File: src/rtl/deser_pkg.sv
package deser_pkg;

    // Upper bound on the deserialization factor supported by the shared types.
    localparam int MAX_J     = 10;
    localparam int MIN_J     = 3;
    localparam int HIST_MAX  = 2 * MAX_J;

    typedef logic [MAX_J-1:0]    word_t;
    typedef logic [HIST_MAX-1:0] hist_t;
    typedef logic [3:0]          slip_cnt_t;

    // One parallel word leaving the block together with its strobe.
    typedef struct packed {
        word_t data;
        logic  valid;
    } word_evt_t;

    // Slip bookkeeping advanced on each strobe.
    typedef struct packed {
        slip_cnt_t cnt;
        logic      rise;
    } slip_state_t;

    // Select a J-bit window ending 'off' bits before the newest history bit.
    function automatic word_t pick_window(hist_t h, slip_cnt_t off, int j);
        word_t w;
        w = '0;
        for (int i = 0; i < MAX_J; i++) begin
            if (i < j && (i + int'(off)) < HIST_MAX)
                w[i] = h[i + int'(off)];
        end
        return w;
    endfunction

    // Next slip offset with wrap at the deserialization factor.
    function automatic slip_cnt_t next_offset(slip_cnt_t cur, int j);
        if (int'(cur) >= j - 1)
            return '0;
        return cur + slip_cnt_t'(1);
    endfunction

endpackage

File: src/rtl/deser_phase_gen.sv
module deser_phase_gen #(
    parameter int J = 8
) (
    input  logic clk,
    input  logic rst,
    output logic stb
);
    localparam int PW = $clog2(J);

    logic [PW-1:0] phase;

    always_ff @(posedge clk) begin
        if (rst)
            phase <= '0;
        else if (phase == PW'(J - 1))
            phase <= '0;
        else
            phase <= phase + PW'(1);
    end

    assign stb = (phase == PW'(J - 1));

endmodule

File: src/rtl/deser_shift_in.sv
module deser_shift_in #(
    parameter int J = 8
) (
    input  logic         clk,
    input  logic         rst,
    input  logic         ser_in,
    output logic [J-1:0] word_asm
);
    logic [J-2:0] sh;

    // Earlier bits move toward the MSB; the live bit completes the word.
    always_ff @(posedge clk) begin
        if (rst)
            sh <= '0;
        else
            sh <= {sh[J-3:0], ser_in};
    end

    assign word_asm = {sh, ser_in};

endmodule

File: src/rtl/deser_slip_ctrl.sv
module deser_slip_ctrl
    import deser_pkg::*;
#(
    parameter int J       = 8,
    parameter int MAX_DLY = 4
) (
    input  logic      clk,
    input  logic      rst,
    input  logic      slip_rst,
    input  logic      stb,
    input  logic      slip_req,
    output slip_cnt_t offset,
    output logic      slip_max
);
    logic              req_prev;
    slip_state_t       st;
    logic [MAX_DLY-1:0] max_pipe;
    logic              at_last;

    // Edge detector on the request, evaluated only on strobes.
    always_ff @(posedge clk) begin
        if (rst)
            req_prev <= 1'b0;
        else if (stb)
            req_prev <= slip_req;
    end

    assign st.rise = stb & slip_req & ~req_prev;
    assign at_last = (int'(st.cnt) == J - 1);

    always_ff @(posedge clk or posedge slip_rst) begin
        if (slip_rst) begin
            st.cnt   <= '0;
            max_pipe <= '0;
        end else if (rst) begin
            st.cnt   <= '0;
            max_pipe <= '0;
        end else begin
            if (st.rise)
                st.cnt <= next_offset(st.cnt, J);
            if (stb)
                max_pipe <= {max_pipe[MAX_DLY-2:0], at_last};
        end
    end

    assign offset   = st.cnt;
    assign slip_max = max_pipe[MAX_DLY-1];

endmodule

File: src/rtl/deser_window.sv
module deser_window
    import deser_pkg::*;
#(
    parameter int J = 8
) (
    input  logic         clk,
    input  logic         rst,
    input  logic         stb,
    input  logic [J-1:0] word_asm,
    input  slip_cnt_t    offset,
    output logic [J-1:0] word_out,
    output logic         word_strobe
);
    localparam int HW = 2 * J;

    logic [HW-1:0] hist;
    logic [HW-1:0] hist_nx;
    word_t         sel;
    word_evt_t     evt;

    assign hist_nx = {hist[J-1:0], word_asm};
    assign sel     = pick_window(hist_t'(hist_nx), offset, J);

    always_ff @(posedge clk) begin
        if (rst) begin
            hist      <= '0;
            evt.data  <= '0;
            evt.valid <= 1'b0;
        end else begin
            evt.valid <= stb;
            if (stb) begin
                hist     <= hist_nx;
                evt.data <= sel;
            end
        end
    end

    assign word_out    = evt.data[J-1:0];
    assign word_strobe = evt.valid;

endmodule

File: src/rtl/deser_bitslip.sv
module deser_bitslip
    import deser_pkg::*;
#(
    parameter int J       = 8,
    parameter int MAX_DLY = 4
) (
    input  logic         clk,
    input  logic         rst,
    input  logic         ser_in,
    input  logic         slip_req,
    input  logic         slip_rst,
    output logic [J-1:0] word_out,
    output logic         word_strobe,
    output logic         slip_max
);
    generate
        if (J < MIN_J || J > MAX_J) begin : g_bad_j
            $error("deser_bitslip: J out of range");
        end
        if (MAX_DLY < 2) begin : g_bad_dly
            $error("deser_bitslip: MAX_DLY below 2");
        end
    endgenerate

    logic         stb;
    logic [J-1:0] word_asm;
    slip_cnt_t    slip_off;

    deser_phase_gen #(.J(J)) phase_i (
        .clk (clk),
        .rst (rst),
        .stb (stb)
    );

    deser_shift_in #(.J(J)) shift_i (
        .clk      (clk),
        .rst      (rst),
        .ser_in   (ser_in),
        .word_asm (word_asm)
    );

    deser_slip_ctrl #(.J(J), .MAX_DLY(MAX_DLY)) slip_i (
        .clk      (clk),
        .rst      (rst),
        .slip_rst (slip_rst),
        .stb      (stb),
        .slip_req (slip_req),
        .offset   (slip_off),
        .slip_max (slip_max)
    );

    deser_window #(.J(J)) win_i (
        .clk         (clk),
        .rst         (rst),
        .stb         (stb),
        .word_asm    (word_asm),
        .offset      (slip_off),
        .word_out    (word_out),
        .word_strobe (word_strobe)
    );

endmodule

File: config.mk
export PLATFORM = sky130hd
export DESIGN_NAME = deser_bitslip
export DESIGN_NICKNAME = d
export VERILOG_FILES = /design/src/rtl/deser_pkg.sv /design/src/rtl/deser_phase_gen.sv /design/src/rtl/deser_shift_in.sv /design/src/rtl/deser_slip_ctrl.sv /design/src/rtl/deser_window.sv /design/src/rtl/deser_bitslip.sv
export SDC_FILE = /design/constraint.sdc
export NUM_CORES = 1
export LEC_CHECK = 0
export ABC_CLOCK_PERIOD_IN_PS = 3100
export BUFFER_PORTS_ARGS = -buffer_cell sky130_fd_sc_hd__buf_2
export CORE_MARGIN = 5
export CORE_UTILIZATION = 25
export CTS_BUF_LIST = sky130_fd_sc_hd__clkbuf_2 sky130_fd_sc_hd__clkbuf_4 sky130_fd_sc_hd__clkbuf_8
export DETAILED_ROUTE_END_ITERATION = 16
export PLACE_DENSITY = 0.45
export SETUP_SLACK_MARGIN = 0.1
export SYNTH_ARGS = -nofsm -noshare
export SYNTH_HDL_FRONTEND = slang
export SYNTH_SLANG_ARGS = --single-unit
File: constraint.sdc
create_clock -name clk -period 3.1 [get_ports clk]
set_input_delay 0.62 -clock clk [delete_from_list [all_inputs] [get_ports clk]]
set_output_delay 0.62 -clock clk [all_outputs]
set_load 0.005 [all_outputs]
==> results.md, run 1 <==
- Mean Syn Cell Area: 12.2 sq um
- Final Hold Vio Count: 0
- CP endpoint kind: flop
- Crit Reg-Reg Endpoint: win_i.word_out[7]
- FFs w/ async S/R, synth: 0.222
- Post-Synthesis Cells: 172
- Die width: 102 um
- Post-route cell area: 2350 sq um
- Setup Viol. Count Final: 0
- Share of layout cells above drive strength 1: 0.235
- # IOs: 15
- Global-route wire length before repair: 7.69 mm
- Yosys top cell area share: 0.266
- Setup TNS: 0 ns
- RSZ-0062 raised after global routing: no
- Design Power: 0.850 mW
- Distinct cell type count after synthesis: 31
- Net Count, Synth: 189
- Crit path largest cell delay: 0.57 ns
- Synth Flop Type: dfxtp_1
- Critical path class: flop to flop
- Launch point of the worst reg-to-reg path: slip_i.offset[1]
- Die area: 10400 sq um
- PortBufs: 14
- CP delay by family, top: multiplexers
- HP Class: primary input to async pin
- Area occupied by multi-input gates: 1240 sq um
- Vias in the first global route: 1410
- Critical Path Source: slip_i.offset[1]
- Area grow syn2layout: 11.9%
- Yosys top cell by area: dfxtp_1
- # rows: 33
- Flip-flop and latch count after synthesis: 36
- ANT nets after route: 0
- CTS tree: done
- Peak Freq: 0.424 GHz
- Crit path DAT: 2.54 ns
- CTS Sinks: 36
- Max-cap violation count: 0
- Final worst path period share: 0.761
- Skew-Pair Late Insertion Delay: 0.29 ns
- Skew final: 0.00432 ns
- H-tree level count: 2
- Cells on worst reg2reg path: 5
- Routed vias: 1384
- Least-Margin Pin Slew: 0.547 ns
- Global-route usage over all layers: 0.0968
- Hpwl dp: 3.33 mm
- Synthesized area: 2100 sq um
- Startpoint types: flop
- Final Max Slew Viols: 0
- Wirelength per Cell: 15.4 um
- Placed cell area: 2270 sq um
- Req. time, crit path: 3.28 ns
- Synth warn: 0
- Buffer count from post-CTS setup fixing: 0
- Inserted Diodes: 0
- R2R Setup Slk: 0.74 ns
- Leakage: 0.944 nW
- DR DRC count: 0
- Drt total wl: 4.49 mm
- Critical path's slowest cell: mux4_2
- Cell Pwr Density: 361 nW/um^2
- Synth top area cells: dfxtp_1 27%, mux4_2 19%, dfrtp_1 9.5%
- CTS-repair resized insts: 0
- Avg Vias per Cell: 4.74
- Pre-antenna DRT Iters: 4
- CP Cell Sequence: inv_1 -> ha_1 -> mux4_2 -> mux4_1 -> a22o_1
- # hold bufs at CTS: 0
- Total gr overflow: 0
- Starting density of the core: 0.256
- Clock buffer depth: 2
- Total CTS buffers: 5
- Register area: 761 sq um
- Core area: 8220 sq um
- Nets@finish: 203
- DR iter-0 viols: 123
- Clock transition at the registers of the reported paths: 0.07 ns
- Peak supply drop: 0.000134 V
- Setup WS pre-CTS: 0.739 ns
- Sequential fraction of the synthesis area: 0.361
- Worst path bufs/invs: 1
- Initial antenna violation count: 0
- Slew headroom: 0.634
- Die Ht: 102 um
- Min cycle time layout: 2.36 ns
- Post-layout util: 0.287
- Largest net degree at the start of global routing: 24
- Setup ws final: 0.740 ns
- Root buf cell: clkbuf_8
- Max FO, Critical Path: 9
- Fillers: 845
- GPL Wtd Cong: 0.759
- Post-synth EDFFs: 0
- Status: finished clean
[per-stage QoR]
step / hold WS [ns] / cells
floorplan: 0.398 / 172
global placement: 0.416 / 284
global route: 0.291 / 292
finish: 0.272 / 292
CTS: 0.278 / 292
detailed placement: 0.419 / 284
[per-layer routing]
metal,GRT usage,up-vias,part of all wire
met2,0.154,20,0.46
met1,0.127,693,0.49
met5,0,-,0
met3,0.0275,4,0.040
li1,-,667,-
met4,0.0307,0,0.0069
[registers in the layout, indices dropped and copies added, names as in the netlist]
register / count
win_i.word_strobe: 1
slip_i.req_prev: 1
slip_i.max_pipe: 4
win_i.word_out: 8
slip_i.offset: 4
shift_i.sh: 7
phase_i.phase: 3
win_i.hist: 8
[placed cells by master (no fill, tap or decap), types with 2 or more instances in the layout]
| cell | Yosys | routed |
|---|---|---|
| xnor2_1 | 5 | 5 |
| dfxtp_1 | 28 | 28 |
| mux4_1 | 6 | 6 |
| nor2b_1 | 8 | 8 |
| a22o_1 | 7 | 7 |
| nand2b_1 | 3 | 3 |
| clkbuf_4 | 0 | 2 |
| mux2i_1 | 13 | 13 |
| o21ai_0 | 2 | 2 |
| buf_2 | 0 | 14 |
| and2_1 | 2 | 2 |
| dfrtp_1 | 8 | 8 |
| a21oi_1 | 10 | 10 |
| inv_1 | 7 | 7 |
| ha_1 | 12 | 12 |
| nand2_1 | 6 | 6 |
| mux4_2 | 18 | 18 |
| clkbuf_8 | 0 | 5 |
| buf_4 | 1 | 4 |
| nor2_1 | 15 | 15 |
| xor2_1 | 3 | 3 |
[cells by family after synthesis]
logic type / after synthesis / synth area share
compound gates: 22 / 0.0690
mux: 37 / 0.329
buf+inv: 19 / 0.0476
xor+xnor: 8 / 0.0333
flops: 36 / 0.361
simple gates: 38 / 0.0880
fa+ha+maj: 12 / 0.0713
[layout make-up]
cell class,count,share of cell area
Clock buffer,7,0.0356
Timing Repair Buffer,18,0.0425
Tap cell,105,0.0558
Multi-Input combinational cell,117,0.528
Inverter,8,0.0128
Clock inverter,1,0.00213
Sequential cell,36,0.323
[worst reg2reg max path: stages (launching register included)]
cell     delay, ns
dfrtp_1       0.34
inv_1         0.08
ha_1          0.54
mux4_2        0.57
mux4_1        0.51
a22o_1        0.20
[synth_stat cells, types with 2 or more instances]
cell type  count
and2_1         2
clkbuf_1       6
a22o_1         7
mux4_1         6
mux4_2        18
xnor2_1        5
xor2_1         3
mux2i_1       13
nor2b_1        8
inv_1          7
nand2b_1       3
o21ai_0        2
dfxtp_1       28
a21oi_1       10
nor2_1        15
ha_1          12
dfrtp_1        8
nand2_1        6
[report_power, final]
part	switching [mW]	leakage (nW)	internal, mW	total [mW]
clock network	0.166	0.0491	0.175	0.341
registers	0.00468	0.339	0.470	0.474
logic	0.0193	0.556	0.0155	0.0348
[worst max path at each step]
stage | slack [ns] | endpoint | cells after the start
floorplan | 0.38 | win_i.word_out[7] | 7
global placement | 0.78 | win_i.word_out[1] | 5
detailed placement | 0.74 | win_i.word_out[7] | 5
CTS | 0.71 | win_i.word_out[7] | 5
global route | 0.59 | win_i.word_out[3] | 5
finish | 0.74 | win_i.word_out[7] | 5
Note: power is estimated with default switching activity, not from simulation.
==> run 2, diff against run 1 <==
--- a/config.mk
+++ b/config.mk
@@ -5,13 +5,13 @@
 export SDC_FILE = /design/constraint.sdc
 export NUM_CORES = 1
 export LEC_CHECK = 0
-export ABC_CLOCK_PERIOD_IN_PS = 3100
+export ABC_CLOCK_PERIOD_IN_PS = 1900
 export BUFFER_PORTS_ARGS = -buffer_cell sky130_fd_sc_hd__buf_2
 export CORE_MARGIN = 5
 export CORE_UTILIZATION = 25
 export CTS_BUF_LIST = sky130_fd_sc_hd__clkbuf_2 sky130_fd_sc_hd__clkbuf_4 sky130_fd_sc_hd__clkbuf_8
 export DETAILED_ROUTE_END_ITERATION = 16
-export PLACE_DENSITY = 0.45
+export PLACE_DENSITY = 0.46
 export SETUP_SLACK_MARGIN = 0.1
 export SYNTH_ARGS = -nofsm -noshare
 export SYNTH_HDL_FRONTEND = slang
==> constraint.sdc (replaced) <==
create_clock -name clk -period 1.9 [get_ports clk]
set_input_delay 0.38 -clock clk [delete_from_list [all_inputs] [get_ports clk]]
set_output_delay 0.38 -clock clk [all_outputs]
set_load 0.005 [all_outputs]
==> run 2 against run 1 <==
Compared with the run above:
- the run now ends with setup timing left
- clock skew up 0.0013 ns
- cell count grew 7.5%
- clock power rose by 84%
- critical endpoint is now win_i.word_out[5]
- largest power group unchanged
==> results.md, run 2 (synthesis results as in run 1) <==
- Root buf cell: clkbuf_8
- Design Power: 1.46 mW (+72%)
- Setup Viol. Count Final: 8 (+8)
- Max-cap violation count: 0 (unchanged)
- # rows: 33 (unchanged)
- Final Hold Vio Count: 0 (unchanged)
- Setup WS pre-CTS: -0.186 ns (-0.925 ns)
- # hold bufs at CTS: 0 (unchanged)
- Leakage: 1.04 nW (+10%)
- Slew headroom: 0.780 (+0.145)
- Starting density of the core: 0.256 (unchanged)
- Crit path DAT: 2.25 ns (-0.29 ns)
- Cell Pwr Density: 573 nW/um^2 (+59%)
- Least-Margin Pin Slew: 0.331 ns (-0.216 ns)
- R2R Setup Slk: -0.16 ns (-0.90 ns)
- ANT nets after route: 0 (unchanged)
- Register area: 763 sq um (+0.33%)
- Failing checks: setup timing
- Clock transition at the registers of the reported paths: 0.08 ns (about the same)
- Status: complete, but fails checks
- RSZ-0062 raised after global routing: yes
- Area grow syn2layout: 21.5%
- Most frequent cells in the layout: 28 x dfxtp_1, 25 x buf_4, 21 x mux4_2, 15 x nor2_1, 14 x buf_2
- # IOs: 15 (unchanged)
- Startpoint types: flop
- Skew final: 0.00558 ns (+0.00126 ns)
- Total gr overflow: 0 (unchanged)
- Initial antenna violation count: 0 (unchanged)
- CP endpoint kind: flop
- Peak Freq: 0.485 GHz (+14%)
- GPL Wtd Cong: 0.813 (+7.1%)
- Nets@finish: 225 (+11%)
- DR DRC count: 0 (unchanged)
- Drt total wl: 4.98 mm (+11%)
- Die area: 10400 sq um (unchanged)
- Req. time, crit path: 2.09 ns (-1.19 ns)
- Final Max Slew Viols: 0 (unchanged)
- Wirelength per Cell: 15.8 um (+3.1%)
- Final worst path period share: 1.08 (+0.324)
- Final instance count without filler cells: 314 (+7.5%)
- HP Class: primary input to async pin
- Min cycle time layout: 2.06 ns (-0.299 ns)
- Pre-antenna DRT Iters: 4 (unchanged)
- Core area: 8220 sq um (unchanged)
- Vias in the first global route: 1525 (+8.2%)
- Global-route usage over all layers: 0.106 (+0.00933)
- CTS Sinks: 36 (unchanged)
- Avg Vias per Cell: 4.75 (+0.18%)
- Critical path class: flop to flop
- Global-route wire length before repair: 8.38 mm (+9.0%)
- Peak supply drop: 0.000197 V (+47%)
- Area occupied by multi-input gates: 1250 sq um (+0.70%)
- Routed vias: 1491 (+7.7%)
- Post-layout util: 0.311 (+0.0245)
- DR iter-0 viols: 70 (-43%)
- Setup ws final: -0.161 ns (-0.901 ns)
- Placed insts: 302 (+6.3%)
- Die Ht: 102 um (unchanged)
- Die width: 102 um (unchanged)
- Share of layout cells above drive strength 1: 0.359 (+0.124)
- Max FO, Critical Path: 7 (-2)
- PortBufs: 14 (unchanged)
- Skew-Pair Late Insertion Delay: 0.29 ns (about the same)
- Total CTS buffers: 5 (unchanged)
- Inserted Diodes: 0 (unchanged)
- Fillers: 848 (+0.36%)
- CTS tree: done
- Most common library cell in the layout ignoring fill and taps: dfxtp_1
- Hpwl dp: 3.81 mm (+14%)
- H-tree level count: 2 (unchanged)
- Largest net degree at the start of global routing: 21 (-13%)
- Clock buffer depth: 2 (unchanged)
## run 2: changes by cell type in the layout (fill, tap and decap cells not counted), sizes merged
cell / change
clkbuf: +1
buf: +22
clkinv: -1
## run 2: where the power goes
| part | switching, mW | total [mW] | leakage, nW | internal, mW |
|---|---|---|---|---|
| Sequential | 0.00787 | 0.774 | 0.335 | 0.766 |
| Clock | 0.284 | 0.629 | 0.0549 | 0.346 |
| Combinational | 0.0319 | 0.0612 | 0.651 | 0.0293 |
| Total | 0.323 | 1.46 | 1.04 | 1.14 |
## run 2: worst max-delay path: stages (launching register included)
cell,delay [ns]
dfrtp_2,0.38
inv_2,0.06
ha_4,0.33
mux4_2,0.53
mux4_2,0.47
a22o_1,0.18
## run 2: final cells by class
| class | count | share of cell area |
|---|---|---|
| multi-input cells | 117 | 0.490 |
| well taps | 105 | 0.0514 |
| flip-flops and latches | 36 | 0.299 |
| repair buffers | 40 | 0.107 |
| inverters | 8 | 0.0127 |
| clock buffers | 8 | 0.0406 |
## run 2: routing by layer
metal  routed length, um  track usage  vias to the layer above
li1                    -            -                      709
met1                2310        0.139                      741
met2                2340        0.170                       34
met3                 257       0.0324                        7
met4                  65       0.0286                        0
met5                   0            0                        -
## run 2: timing repair
action | 4_1_cts | 5_1_grt
setup buffers | 1 | 3
resized for setup | 5 | 1
pin swaps | 1 | 2
setup endpoints to repair | 8 | 8
## run 2: through the flow
step	instance area [sq um]	TNS (ns)	hold slack, ns
finish	2560	-0.905	0.0184
global route	2560	-1.63	0.0517
CTS	2530	-1.25	0.0355
detailed placement	2410	-1.16	0.357
global placement	2410	-1.09	0.360
floorplan	2130	-2.09	0.196
## run 2: worst paths after layout
kind,startpoint,end,cells past startpoint
worst max-delay path,slip_i.offset[1],win_i.word_out[5],5
worst min-delay path,slip_rst,slip_i.offset[3],2
worst max register to register,slip_i.offset[1],win_i.word_out[5],5
worst min register to register,phase_i.phase[0],phase_i.phase[0],1
max in group asynchronous,slip_rst,slip_i.offset[0],2
min in group clk,slip_req,slip_i.req_prev,3
==> run 3, diff against run 2 <==
--- a/config.mk
+++ b/config.mk
@@ -11,6 +11,7 @@
 export CORE_UTILIZATION = 25
 export CTS_BUF_LIST = sky130_fd_sc_hd__clkbuf_2 sky130_fd_sc_hd__clkbuf_4 sky130_fd_sc_hd__clkbuf_8
 export DETAILED_ROUTE_END_ITERATION = 16
+export HOLD_SLACK_MARGIN = 0.12
 export PLACE_DENSITY = 0.46
 export SETUP_SLACK_MARGIN = 0.1
 export SYNTH_ARGS = -nofsm -noshare
==> run 3 against run 2 <==
Compared with the run above:
- die area unchanged
- maximum frequency decreased by 0.17%
- global-route usage unchanged
- clock power about the same
- cell area increased by 0.39%
- combinational power increased by 3%
- critical endpoint unchanged
- the flow still finishes with violations (setup timing)
- sequential power about the same
- critical path depth unchanged
- routed wire length increased by 0.12%
- via count decreased by 0.27%
==> results.md, run 3 (synthesis results as in run 1) <==
- Inserted Diodes: 0 (unchanged)
- Crit path largest cell delay: 0.53 ns (about the same)
- Vias in the first global route: 1527 (+0.13%)
- Max-cap violation count: 0 (unchanged)
- Status: complete, but fails checks
- CP endpoint kind: flop
- HP Class: primary input to flop
- Sequential Power Share: 0.528 (about the same)
- Post-route cell area: 2570 sq um (+0.39%)
- Sw frac: 0.220 (-0.000505)
- H-tree level count: 2 (unchanged)
- Launch point of the worst reg-to-reg path: slip_i.offset[0]
- Final instance count without filler cells: 315 (+0.32%)
- Total gr overflow: 0 (unchanged)
- Least-Margin Pin Slew: 0.331 ns (+0.000121 ns)
- Crit path top cell by count: mux4_2
- CP delay by family, top: multiplexers
- Final worst path period share: 1.09 (+0.00190)
- Failing checks: setup timing
- Hold_sp: slip_req
- Core area: 8220 sq um (unchanged)
- CP Cell Sequence: inv_4 -> ha_4 -> mux4_2 -> mux4_2 -> a22o_1
- Final Hold Vio Count: 0 (unchanged)
- Setup ws final: -0.165 ns (-0.00362 ns)
- Root buf cell: clkbuf_8
- PortBufs: 14 (unchanged)
- Initial antenna violation count: 0 (unchanged)
- Min cycle time layout: 2.06 ns (+0.00362 ns)
- Placed cell area: 2410 sq um (unchanged)
- Drt total wl: 4.98 mm (+0.12%)
- Register area: 763 sq um (unchanged)
- Peak Freq: 0.484 GHz (-0.17%)
- Largest net degree at the start of global routing: 21 (unchanged)
- Area occupied by multi-input gates: 1250 sq um (unchanged)
- Clock buffer depth: 2 (unchanged)
- DR iter-0 viols: 80 (+14%)
- Critical path class: flop to flop
- Clock transition at the registers of the reported paths: 0.08 ns (about the same)
- Hpwl dp: 3.81 mm (unchanged)
- Final Max Slew Viols: 0 (unchanged)
- Routed vias: 1487 (-0.27%)
- Req. time, crit path: 2.09 ns (about the same)
- # IOs: 15 (unchanged)
- Worst path bufs/invs: 1 (unchanged)
- Setup Viol. Count Final: 8 (unchanged)
- Area grow syn2layout: 21.9%
- Internal power: 1.14 mW (+0.12%)
- Share of layout cells above drive strength 1: 0.357 (-0.00171)
- Cell Pwr Density: 571 nW/um^2 (-0.34%)
- Setup WS pre-CTS: -0.186 ns (unchanged)
- Comb pwr share: 0.043 (about the same)
- DR DRC count: 0 (unchanged)
- Wirelength per Cell: 15.8 um (-0.20%)
- Avg Vias per Cell: 4.72 (-0.58%)
- Most frequent cells in the layout: 28 x dfxtp_1, 25 x buf_4, 21 x mux4_2, 15 x nor2_1, 14 x buf_2
- Nets@finish: 226 (+0.44%)
- Most common library cell in the layout ignoring fill and taps: dfxtp_1
- Die area: 10400 sq um (unchanged)
- Startpoint types: flop
- Max FO, Critical Path: 7 (unchanged)
- Fillers: 847 (-0.12%)
- CTS Sinks: 36 (unchanged)
- Leakage: 1.05 nW (+0.40%)
- Slew headroom: 0.780 (about the same)
- Critical path's slowest cell: mux4_2
- Die Ht: 102 um (unchanged)
- Global-route usage over all layers: 0.106 (unchanged)
- ANT nets after route: 0 (unchanged)
- GPL Wtd Cong: 0.813 (unchanged)
- Placed insts: 302 (unchanged)
- Crit path DAT: 2.25 ns (about the same)
- Starting density of the core: 0.256 (unchanged)
- Pre-antenna DRT Iters: 4 (unchanged)
- Clock Power Share: 0.429 (about the same)
- Die width: 102 um (unchanged)
- Critical Path Source: slip_i.offset[0]
- Skew-Pair Late Insertion Delay: 0.29 ns (about the same)
- Skew final: 0.00549 ns (-0.0000851 ns)
- Peak supply drop: 0.000197 V (about the same)
- Global-route wire length before repair: 8.38 mm (unchanged)
- Switching pwr: 0.323 mW (-0.18%)
- RSZ-0062 raised after global routing: yes
- Total CTS buffers: 5 (unchanged)
- CTS tree: done
- # rows: 33 (unchanged)
==> run 3: cell types whose count changed in the layout (fill, tap and decap cells not counted), sizes merged <==
cell and delta:
dlygate4sd3 +1
==> run 3: path summary, 6_finish.rpt <==
check / endpoint / slack, ns / depth (start not counted)
setup / recovery: win_i.word_out[5] / -0.16 / 5
hold / removal: slip_i.req_prev / 0.33 / 3
setup reg to reg: win_i.word_out[5] / -0.16 / 5
hold reg to reg: phase_i.phase[0] / 0.43 / 1
max in group asynchronous: slip_i.offset[0] / 1.07 / 3
min in group asynchronous: slip_i.offset[3] / 0.57 / 3
==> run 3: power by group through the flow <==
stage / Clock [mW] / Sequential [mW] / Combinational, mW
after global placement: 0 / 0.791 / 0.0618
after global routing: 0.690 / 0.775 / 0.0709
after detailed placement: 0 / 0.791 / 0.0623
final: 0.628 / 0.774 / 0.0629
after CTS: 0.653 / 0.774 / 0.0645
after floorplan: 0 / 0.788 / 0.0395
==> run 3: worst min-delay path: cells and delay by family <==
| kind | cells | cell delay [ns] |
|---|---|---|
| buffers and inverters | 1 | 0.09 |
| muxes | 1 | 0.06 |
| and+or+nand+nor | 1 | 0.07 |
==> run 3: stage by stage <==
step	utilization	setup TNS, ns	total power [mW]	hold WS (ns)
floorplan	-	-2.09	0.827	0.196
global placement	0.293	-1.09	0.853	0.360
detailed placement	0.293	-1.16	0.853	0.357
CTS	0.309	-1.25	1.49	0.330
global route	0.312	-1.63	1.54	0.336
finish	0.312	-0.919	1.47	0.334
==> run 3: final cells by class <==
type,count,area share
clock buffer,8,0.0405
inverter,8,0.0127
multi-input combinational,117,0.488
sequential,36,0.297
tap,105,0.0512
timing repair buffer,41,0.110
==> run 3: layer usage <==
layer	up-vias	track usage	wire length [um]
met5	-	0	0
met3	6	0.0324	325
met4	0	0.0286	53
met2	34	0.170	2350
li1	709	-	-
met1	738	0.139	2250
==> run 3: repair_timing <==
action	in CTS	in global routing
gates resized for setup	5	1
hold endpoints to repair	8	0
setup buffers	1	3
setup endpoints to repair	8	8
pin swaps	1	2
hold buffers	1	0
